File: config.mk
export PLATFORM = sky130hd
export DESIGN_NAME = xbus_ctrl
export DESIGN_NICKNAME = d
export VERILOG_FILES = /design/src/rtl/xbus_pkg.sv /design/src/rtl/xbus_route.sv /design/src/rtl/xbus_seq.sv /design/src/rtl/xbus_pins.sv /design/src/rtl/xbus_ctrl.sv
export SDC_FILE = /design/constraint.sdc
export NUM_CORES = 1
export LEC_CHECK = 0
export CAP_MARGIN = 20
export CORE_MARGIN = 4
export CORE_UTILIZATION = 53
export CTS_CLUSTER_SIZE = 28
export DETAILED_ROUTE_END_ITERATION = 6
export DONT_BUFFER_PORTS = 1
export HOLD_SLACK_MARGIN = 0.06
export PLACE_DENSITY = 0.64
export SLEW_MARGIN = 0
export SYNTH_ARGS = -nofsm -noshare
export SYNTH_HDL_FRONTEND = slang
export SYNTH_SLANG_ARGS = --single-unit
File: constraint.sdc
create_clock -name clk -period 2.73 [get_ports clk]
set_clock_uncertainty 0.05 [all_clocks]
set_input_delay 0.4095 -clock clk [delete_from_list [all_inputs] [get_ports clk]]
set_output_delay 0.4095 -clock clk [all_outputs]
set_load 0.01 [all_outputs]
File: src/rtl/xbus_pkg.sv
`timescale 1ns/1ps
package xbus_pkg;
  // Access kinds presented by the core
  localparam logic [1:0] K_CODE = 2'b00;
  localparam logic [1:0] K_DRD  = 2'b01;
  localparam logic [1:0] K_DWR  = 2'b10;

  // Phases of one access
  typedef enum logic [2:0] {
    ST_IDLE,
    ST_INT,
    ST_INTCAP,
    ST_ADDR,
    ST_HOLD,
    ST_STRB,
    ST_END,
    ST_RSP
  } xstate_t;
endpackage

File: src/rtl/xbus_route.sv
`timescale 1ns/1ps
module xbus_route
  import xbus_pkg::*;
#(
  parameter int ADDR_W         = 16,
  parameter int INT_CODE_BYTES = 4096
) (
  input  logic [1:0]        kind,
  input  logic [ADDR_W-1:0] addr,
  input  logic              use_int_rom,
  output logic              go_ext
);
  localparam logic [ADDR_W-1:0] INT_LIMIT = ADDR_W'(INT_CODE_BYTES);

  logic below_limit;
  logic is_code;

  assign below_limit = (addr < INT_LIMIT);
  assign is_code     = (kind == K_CODE);
  // Only code fetches under the boundary with the pin high stay on chip
  assign go_ext      = !(is_code && use_int_rom && below_limit);
endmodule

File: src/rtl/xbus_seq.sv
`timescale 1ns/1ps
module xbus_seq
  import xbus_pkg::*;
#(
  parameter int ADDR_W   = 16,
  parameter int DATA_W   = 8,
  parameter int ALE_CYC  = 1,
  parameter int STRB_CYC = 2
) (
  input  logic              clk,
  input  logic              rst,
  input  logic              req_valid,
  input  logic [1:0]        req_kind,
  input  logic [ADDR_W-1:0] req_addr,
  input  logic [DATA_W-1:0] req_wdata,
  input  logic              go_ext,
  input  logic              rsp_ready,
  input  logic [DATA_W-1:0] ad_in,
  input  logic [DATA_W-1:0] int_rdata,
  output xstate_t           st,
  output logic [1:0]        kind_q,
  output logic [ADDR_W-1:0] addr_q,
  output logic [DATA_W-1:0] wdata_q,
  output logic [DATA_W-1:0] rsp_data,
  output logic              req_ready,
  output logic              rsp_valid
);
  localparam int MAXC = (ALE_CYC > STRB_CYC) ? ALE_CYC : STRB_CYC;
  localparam int CW   = $clog2(MAXC + 1);
  localparam logic [CW-1:0] ALE_LAST  = CW'(ALE_CYC - 1);
  localparam logic [CW-1:0] STRB_LAST = CW'(STRB_CYC - 1);

  logic [CW-1:0] cnt;

  assign req_ready = (st == ST_IDLE);
  assign rsp_valid = (st == ST_RSP);

  always_ff @(posedge clk) begin
    if (rst) begin
      st       <= ST_IDLE;
      cnt      <= '0;
      kind_q   <= K_CODE;
      addr_q   <= '0;
      wdata_q  <= '0;
      rsp_data <= '0;
    end else begin
      unique case (st)
        ST_IDLE: begin
          if (req_valid) begin
            kind_q  <= req_kind;
            addr_q  <= req_addr;
            wdata_q <= req_wdata;
            cnt     <= ALE_LAST;
            st      <= go_ext ? ST_ADDR : ST_INT;
          end
        end
        ST_INT:    st <= ST_INTCAP;
        ST_INTCAP: begin
          rsp_data <= int_rdata;
          st       <= ST_RSP;
        end
        ST_ADDR: begin
          if (cnt == '0) st <= ST_HOLD;
          else           cnt <= cnt - 1'b1;
        end
        ST_HOLD: begin
          cnt <= STRB_LAST;
          st  <= ST_STRB;
        end
        ST_STRB: begin
          if (cnt == '0) begin
            // Sample on the last strobe cycle; writes answer with zero
            rsp_data <= kind_q[1] ? '0 : ad_in;
            st       <= ST_END;
          end else begin
            cnt <= cnt - 1'b1;
          end
        end
        ST_END: st <= ST_RSP;
        ST_RSP: if (rsp_ready) st <= ST_IDLE;
        default: st <= ST_IDLE;
      endcase
    end
  end
endmodule

File: src/rtl/xbus_pins.sv
`timescale 1ns/1ps
module xbus_pins
  import xbus_pkg::*;
#(
  parameter int ADDR_W = 16,
  parameter int DATA_W = 8,
  parameter int INT_AW = 12
) (
  input  xstate_t                  st,
  input  logic [1:0]               kind_q,
  input  logic [ADDR_W-1:0]        addr_q,
  input  logic [DATA_W-1:0]        wdata_q,
  output logic [DATA_W-1:0]        ad_out,
  output logic                     ad_oe,
  output logic [ADDR_W-DATA_W-1:0] hi_addr,
  output logic                     ale,
  output logic                     psen_n,
  output logic                     rd_n,
  output logic                     wr_n,
  output logic                     int_rd_en,
  output logic [INT_AW-1:0]        int_addr
);
  logic is_wr;
  logic is_code;

  assign is_wr    = kind_q[1];
  assign is_code  = (kind_q == K_CODE);
  assign hi_addr  = addr_q[ADDR_W-1:DATA_W];
  assign int_addr = addr_q[INT_AW-1:0];

  always_comb begin
    ad_out    = '0;
    ad_oe     = 1'b0;
    ale       = 1'b0;
    psen_n    = 1'b1;
    rd_n      = 1'b1;
    wr_n      = 1'b1;
    int_rd_en = 1'b0;
    unique case (st)
      ST_INT: int_rd_en = 1'b1;
      ST_ADDR: begin
        ale    = 1'b1;
        ad_oe  = 1'b1;
        ad_out = addr_q[DATA_W-1:0];
      end
      ST_HOLD: begin
        ad_oe  = 1'b1;
        ad_out = addr_q[DATA_W-1:0];
      end
      ST_STRB: begin
        if (is_code) begin
          psen_n = 1'b0;
        end else if (is_wr) begin
          wr_n   = 1'b0;
          ad_oe  = 1'b1;
          ad_out = wdata_q;
        end else begin
          rd_n = 1'b0;
        end
      end
      ST_END: begin
        if (is_wr) begin
          ad_oe  = 1'b1;
          ad_out = wdata_q;
        end
      end
      default: ;
    endcase
  end
endmodule

File: src/rtl/xbus_ctrl.sv
`timescale 1ns/1ps
module xbus_ctrl
  import xbus_pkg::*;
#(
  parameter int ADDR_W         = 16,
  parameter int DATA_W         = 8,
  parameter int INT_CODE_BYTES = 4096,
  parameter int ALE_CYC        = 1,
  parameter int STRB_CYC       = 2,
  localparam int INT_AW        = $clog2(INT_CODE_BYTES)
) (
  input  logic                     clk,
  input  logic                     rst,
  input  logic                     use_int_rom,
  input  logic                     req_valid,
  output logic                     req_ready,
  input  logic [1:0]               req_kind,
  input  logic [ADDR_W-1:0]        req_addr,
  input  logic [DATA_W-1:0]        req_wdata,
  output logic                     rsp_valid,
  input  logic                     rsp_ready,
  output logic [DATA_W-1:0]        rsp_data,
  output logic                     int_rd_en,
  output logic [INT_AW-1:0]        int_addr,
  input  logic [DATA_W-1:0]        int_rdata,
  output logic [DATA_W-1:0]        ad_out,
  output logic                     ad_oe,
  input  logic [DATA_W-1:0]        ad_in,
  output logic [ADDR_W-DATA_W-1:0] hi_addr,
  output logic                     ale,
  output logic                     psen_n,
  output logic                     rd_n,
  output logic                     wr_n
);
  xstate_t           st;
  logic [1:0]        kind_q;
  logic [ADDR_W-1:0] addr_q;
  logic [DATA_W-1:0] wdata_q;
  logic              go_ext;

  xbus_route #(.ADDR_W(ADDR_W), .INT_CODE_BYTES(INT_CODE_BYTES)) u_route (
    .kind(req_kind), .addr(req_addr), .use_int_rom(use_int_rom), .go_ext(go_ext)
  );

  xbus_seq #(.ADDR_W(ADDR_W), .DATA_W(DATA_W), .ALE_CYC(ALE_CYC), .STRB_CYC(STRB_CYC)) u_seq (
    .clk(clk), .rst(rst), .req_valid(req_valid), .req_kind(req_kind),
    .req_addr(req_addr), .req_wdata(req_wdata), .go_ext(go_ext),
    .rsp_ready(rsp_ready), .ad_in(ad_in), .int_rdata(int_rdata),
    .st(st), .kind_q(kind_q), .addr_q(addr_q), .wdata_q(wdata_q),
    .rsp_data(rsp_data), .req_ready(req_ready), .rsp_valid(rsp_valid)
  );

  xbus_pins #(.ADDR_W(ADDR_W), .DATA_W(DATA_W), .INT_AW(INT_AW)) u_pins (
    .st(st), .kind_q(kind_q), .addr_q(addr_q), .wdata_q(wdata_q),
    .ad_out(ad_out), .ad_oe(ad_oe), .hi_addr(hi_addr), .ale(ale),
    .psen_n(psen_n), .rd_n(rd_n), .wr_n(wr_n),
    .int_rd_en(int_rd_en), .int_addr(int_addr)
  );
endmodule

* Word-level counts from Yosys, hierarchy flattened
Cells that the tools add are included.
** Word-level totals
- Bits in registers :: 39
- Bits of input ports :: 47
- Output and inout port bits :: 44
- Word-level logic and storage cells :: 62
** Cells by class
- Add/sub/neg operators :: 1
- Magnitude comparators :: 1
- Equality and inequality tests :: 12
- Muxes and demuxes :: 27
- Reductions and logical operators :: 15
** Operator list (number)
- two-way mux 8 bit :: 4
- case mux 8 bit (3 select lines) :: 1
- case mux 3 bit (7 select lines) :: 1
- less-than comparator 16 x 13 -> 1 bit (second input constant) :: 1
- case mux 8 bit (2 select lines) :: 1
- == test 3 bit (second input constant) :: 4
- two-way mux 3 bit :: 4
- two-way mux 1 bit :: 11
- != test 2 bit (second input constant) :: 4
- == test 3 x 2 -> 1 bit (second input constant) :: 2
- zero test 2 bit :: 3
- two-way mux 2 bit :: 3
- case mux 2 bit (3 select lines) :: 1
- OR reduction 2 bit :: 3
- AND reduction 2 bit :: 2
- AND reduction 4 bit :: 1
- == test 3 x 1 -> 1 bit (second input constant) :: 1
- zero test 3 bit :: 1
- case mux 1 bit (3 select lines) :: 1
- AND reduction 3 bit :: 1
- nonzero test 3 bit :: 1
- logical AND 1 bit :: 2
- != test 2 x 1 -> 1 bit (second input constant) :: 1
- nonzero test 2 bit :: 1
- subtractor 2 x 1 -> 2 bit (second input constant) :: 1

* Longest topological paths before layout
Gate-level depths: netlist of the first run.
- Depth in word-level cells :: 6
- Mapped depth :: 8
- Gate-level depth less buffers :: 6

* Hierarchy
Synthesis of the first run repeated with hierarchy kept, for this count alone.
** Unflattened totals
- Cells, all modules :: 285
- Area total of the unflattened synthesis :: 2339.7 um^2
** By module, submodules not included
- xbus_seq :: instances 1, cells an instance 209, area an instance 1816.7 um^2, sequential area each 780.7 um^2
- xbus_pins :: instances 1, cells an instance 73, area an instance 499.2 um^2, sequential area each 0.0 um^2
- xbus_route :: instances 1, cells an instance 3, area an instance 23.8 um^2, sequential area each 0.0 um^2

* Least setup slack after synthesis of the first run
OpenSTA, ideal clock, no wires.
- Kind :: flip-flop to output port
- Start :: reg u_seq.st[1]
- End :: out ad_out[0]
- Arrival time :: 1593 ps
- Setup slack :: 677 ps
- Stages on the path, launching flop included :: 6
- Path buffers :: 1
- Cell sequence :: dfxtp_1 > ha_1 > nor2b_1 > nand2b_1 > clkbuf_1 > a22o_1
** Between the ends
- Longest elaborated chain between the ends :: 3
** RTL lines
- from (decl) :: RTL line xbus_seq.sv:20 : output xstate_t st,
- from (signal assigned) :: RTL line xbus_seq.sv:54 : st <= go_ext ? ST_ADDR : ST_INT;
- == test 3 bit or == test 3 x 2 -> 1 bit (tied branches) :: RTL line xbus_pins.sv:39 : unique case (st)
- OR reduction 2 bit (no line)
- case mux 8 bit (3 select lines) (*) :: RTL line xbus_pins.sv:39
- to (decl) :: RTL line xbus_ctrl.sv:26 : output logic [DATA_W-1:0] ad_out,
Every way passes the cells marked *; elsewhere a longest branch is shown, timed or not.

* Worst setup path after layout of the first run
- Start :: reg u_seq.st[1]
- End :: out ad_out[6]
Same word-level chain as after synthesis.

==> reports/metrics.yaml, run 1 <==
synth_warnings: 0
synth_top_area_frac: 0.3982
synthFlopType: "dfxtp_1"
power_switching_uw: 851.0
track_usage: 0.1947
first_global_vias: 1579
place.gp.congestion: 0.9148
reg2reg_from: "u_seq.st[1]"
worstSetupEndpoint: "ad_out[6]"
max_cap_viol_count: 0
cts-root-buf: "clkbuf_8"
synth_commonest_cells: "nand2_1 (58), a21oi_1 (39), dfxtp_1 (39), nor2_1 (13), clkbuf_1 (10)"
synth_edf_count: 0
drive_gt1_frac: 0.06410
synth_nets: 299
pwr-share-seq: 0.448
ir_drop_mv: 0.4771
crit_arrival_ns: 1.93
post_cts_buffers: 0
mappedNetlistArea_um2: 1961
clock_latency_ns: 0.29
path_clk_slew_ns: 0.08
stdcell_count: 280
p_leak_nw: 0.7324
clockBufferDepth: 2
grt_pass1_wl_mm: 6.934
relSlewSlack: 0.6120
max_clock_freq_mhz: 418.3
hpwlAfterDp_mm: 3.370
rows: 21
cts_tree: "yes"
ioPinCount: 91
yosysSeqAreaShare: 0.3982
maxSlewViolCount: 0
wl_mm: 4.579
cp-end-kind: "output port"
die_w_um: 68.82
start_kind: "flip-flop"
via_per_inst: 5.814
cts_buffers: 5
status: "finished, final reports clean"
async_flop_share: 0
finalCriticalPeriod_ns: 2.390
fin_crit_sh: 0.8756
crit_fanout: 9
htreeDepth: 2
synth-seq-cells: 39
syn_to_final_growth_pct: 2.233
netlist_instances: 244
worst_pin_slew_ns: 0.5786
power_density_nw_per_um2: 1020
coreArea_um2: 3442
start_util: 0.5696
p_int_mw: 1.194
r2r-end: "u_seq.rsp_data[4]"
netSwitchingFraction: 0.4161
portBuffers: 0
hold_violations: 0
firstDrtPassIters: 4
combPwrFrac: 0.368
overflow: 0
die_area_um2: 4736
synth.area.top_cells: "dfxtp_1 (40%), nand2_1 (11%), a21oi_1 (10%)"
cts_hold_buffers: 0
setup_tns_ns: 0
die_height_um: 68.82
antenna_found_initial: 0
diodes: 0
drt_iter0_drc: 115
routedWlPerCell_um: 16.35
fin_nets: 288
drcViolationCount: 0
regToRegSetupSlack_ns: 0.53
detail-route-antenna-nets: 0
grt_max_degree: 40
clkPwrFrac: 0.184
startpoint: "u_seq.st[1]"
vias: 1628
postSynthAreaPerCell_um2: 8.035
placed_cells: 272
yosys.cell_count.top_type: "nand2_1"
crit_required_ns: 2.27
finalSetupViolations: 0
cts.repair.resized: 0
hp-class: "in2reg"
ys_types: 36
rsz0062_at_grt: "false"
rr_worst_depth: 6
critical_path_class: "reg2out"
synth_top_area_cell: "dfxtp_1"
cts.sink_count: 39
-- state kept, by name, summed over array words and instances, names as in the netlist --
signal and count:
u_seq.addr_q 16, u_seq.rsp_data 8, u_seq.wdata_q 8, u_seq.st 3, u_seq.cnt 2, u_seq.kind_q 2
-- metrics by stage --
stage	power, mW	util	setup WS, ns	instance area, µm²	hold WS, ns
5_1_grt	2.202	0.5823	0.2002	2004	0.1130
3_5_place_dp	1.687	0.5576	0.5256	1919	0.3900
2_1_floorplan	1.571	-	0.6773	1961	0.3860
4_1_cts	2.064	0.5823	0.3539	2004	0.1167
3_3_place_gp	1.637	0.5576	0.6882	1919	0.3891
6_report	2.045	0.5823	0.3396	2004	0.1483
-- area by class of cell --
cell class,count,area [µm²]
clock inverter,2,12.51
clock buffer,6,72.57
multi-input combinational,177,1032
timing repair buffer,3,22.52
tap,46,57.56
fill,337,1438
sequential,39,780.7
inverter,7,26.28
-- cell usage in the layout, fill, tap and decap left out, types with 3 or more instances in the layout --
| cell type | count |
|---|---|
| a211oi_1 | 8 |
| a21oi_1 | 39 |
| a22o_1 | 8 |
| buf_4 | 3 |
| clkbuf_8 | 5 |
| dfxtp_1 | 39 |
| ha_1 | 8 |
| inv_1 | 7 |
| nand2_1 | 58 |
| nand2b_1 | 3 |
| nor2_1 | 13 |
| nor2b_1 | 5 |
| nor3b_1 | 9 |
-- metal layers --
metal,GRT usage,wire length (µm),up-vias
met5,0,0,-
met4,0.06813,55,0
met3,0.07780,523,9
met2,0.3230,2192,71
met1,0.2268,1808,738
li1,-,-,810
-- cells by family after synthesis --
kind of cell	after synthesis	share of synthesized area
and+or+nand+nor	98	0.2310
AOI/OAI and AO/OA	69	0.2336
DFF	39	0.3982
buffers and inverters	28	0.07531
adders and majority gates	8	0.05106
muxes	2	0.01085
-- worst min-delay path by stage --
stage / cells after the start / to / startpoint
global placement: 2 / u_seq.wdata_q[7] / u_seq.wdata_q[7]
CTS: 1 / u_seq.st[1] / rst
floorplan: 2 / u_seq.wdata_q[0] / u_seq.wdata_q[0]
detailed placement: 2 / u_seq.wdata_q[6] / u_seq.wdata_q[6]
finish: 1 / u_seq.rsp_data[2] / rst
global route: 1 / u_seq.st[1] / rst
-- power groups by stage --
stage                     clock, mW  sequential [mW]  combinational, mW
after CTS                     0.386            0.920              0.758
after detailed placement          0            0.933              0.754
after global placement            0            0.920              0.718
after floorplan                   0            0.863              0.708
after global routing          0.403            0.940              0.859
final                         0.376            0.917              0.753
-- worst max-delay path, stage by stage (launching register included) --
cell,delay [ns]
dfxtp_1,0.48
ha_1,0.33
nor2b_1,0.19
nand2b_1,0.36
a22o_1,0.28
(Power assumes the default switching activity.)
==> run 2: changes to the inputs <==
Settings changed: CORE_ASPECT_RATIO set to 1.5.
==> reports/metrics.yaml, run 2 (same netlist as run 1, synthesis figures left out) <==
final_cell_mix: "nand2_1 (58), a21oi_1 (39), dfxtp_1 (39)"
fin_nets: 288
worst_pin_slew_ns: 0.5839
post_cts_buffers: 0
drive_gt1_frac: 0.06838
fin_crit_sh: 0.8555
htreeDepth: 2
dpl_cell_area_um2: 1914
firstDrtPassIters: 4
detail-route-antenna-nets: 0
critical_path_class: "reg2out"
vias: 1630
die_area_um2: 4756
final_common_cell: "nand2_1"
cp-end-kind: "output port"
rsz0062_at_grt: "false"
cts_tree: "yes"
start_kind: "flip-flop"
status: "finished, final reports clean"
antenna_found_initial: 0
cp_slowest_stage_delay_ns: 0.46
rows: 26
drt_iter0_drc: 42
setup_tns_ns: 0
reg_top3: "u_seq.addr_q (16), u_seq.rsp_data (8), u_seq.wdata_q (8)"
crit_fanout: 19
maxSlewViolCount: 0
cts-root-buf: "clkbuf_8"
crit_required_ns: 2.27
max_clock_freq_mhz: 428.1
clockBufferDepth: 2
design_area_um2: 2027
grt_pass1_wl_mm: 7.286
grt_max_degree: 40
cp_slowest_cell: "or3_1"
finalSetupViolations: 0
rr_worst_depth: 6
met1_length_mm: 1.671
wl_met2_mm: 2.345
portBuffers: 0
ir_drop_mv: 0.5035
place.gp.congestion: 0.8498
via_per_inst: 5.906
min_from: "rst"
overflow: 0
max_cap_viol_count: 0
wl_mm: 4.505
hold_path_depth: 1
coreArea_um2: 3481
cts_hold_buffers: 0
fill_cells: 332
die_w_um: 57.66
start_util: 0.5633
hpwlAfterDp_mm: 3.335
syn_to_final_growth_pct: 3.382
largest_reg_flops: 16
crit_chain: "inv_1 -> ha_1 -> nand2_2 -> or3_1"
ioPinCount: 91
reg2reg_from: "u_seq.st[1]"
routedWlPerCell_um: 16.32
track_usage: 0.1971
crit_arrival_ns: 1.88
relSlewSlack: 0.6085
p_total_mw: 2.132
r2r-end: "u_seq.rsp_data[7]"
path_clk_slew_ns: 0.07
cts.repair.resized: 0
die_height_um: 82.49
hold_violations: 0
finalCriticalPeriod_ns: 2.336
drcViolationCount: 0
first_global_vias: 1609
min_to: "u_seq.st[1]"
diodes: 0
top_register: "u_seq.addr_q"
hp-class: "in2reg"
cts.sink_count: 39
regToRegSetupSlack_ns: 0.56
route.top_layer_used: "met4"
cts_buffers: 5
p_leak_nw: 0.7493
clock_latency_ns: 0.29
power_density_nw_per_um2: 1052
routed-wl-met3_um: 437
run 2: cell types whose count changed in the layout (fill, tap and decap cells not counted), sizes merged:
cell      change
bufinv        +1
clkbuf        -1
clkinv        +1
clkinvlp      -1
run 2: where the power goes:
part	switching (mW)	total (mW)	internal, mW
logic	0.449	0.744	0.295
registers	0.194	0.913	0.719
clock network	0.203	0.475	0.272
total	0.846	2.13	1.29
run 2: per-stage QoR:
stage	setup WS, ns	hold WS [ns]	instances	utilization
6_report	0.3944	0.1322	276	0.5823
5_1_grt	0.2124	0.09953	276	0.5823
4_1_cts	0.3807	0.1166	276	0.5823
3_5_place_dp	0.5392	0.3913	268	0.5500
3_3_place_gp	0.7181	0.3893	268	0.5500
2_1_floorplan	0.6773	0.3860	244	-
run 2: how the worst max path moves through the flow:
stage                 from  depth (start not counted)                 to  slack, ns
2_1_floorplan  u_seq.st[1]                          5          ad_out[0]       0.68
3_3_place_gp   u_seq.st[1]                          6  u_seq.rsp_data[2]       0.72
3_5_place_dp   u_seq.st[1]                          6  u_seq.rsp_data[2]       0.54
4_1_cts        u_seq.st[1]                          4             psen_n       0.38
5_1_grt        u_seq.st[1]                          6  u_seq.rsp_data[2]       0.21
6_report       u_seq.st[1]                          4             psen_n       0.39
run 2: layout make-up:
class,count,area [µm²],area share
clock buffer,5,68.82,0.03395
sequential,39,780.7,0.3852
tap,42,52.55,0.02593
timing repair buffer,3,22.52,0.01111
clock inverter,3,43.79,0.02160
inverter,7,26.28,0.01296
multi-input combinational,177,1032,0.5093
run 2: worst max-delay path: cells and delay by family, from the launching register on:
kind	cells	cell delay, ns
flops	1	0.38
fa+ha+maj	1	0.34
simple gates	2	0.74
buf+inv	1	0.13
run 2: metal layers:
metal	vias to the layer above	track usage
met4	0	0.08585
met3	6	0.08398
met5	-	0
met2	69	0.3281
met1	743	0.2176
li1	812	-
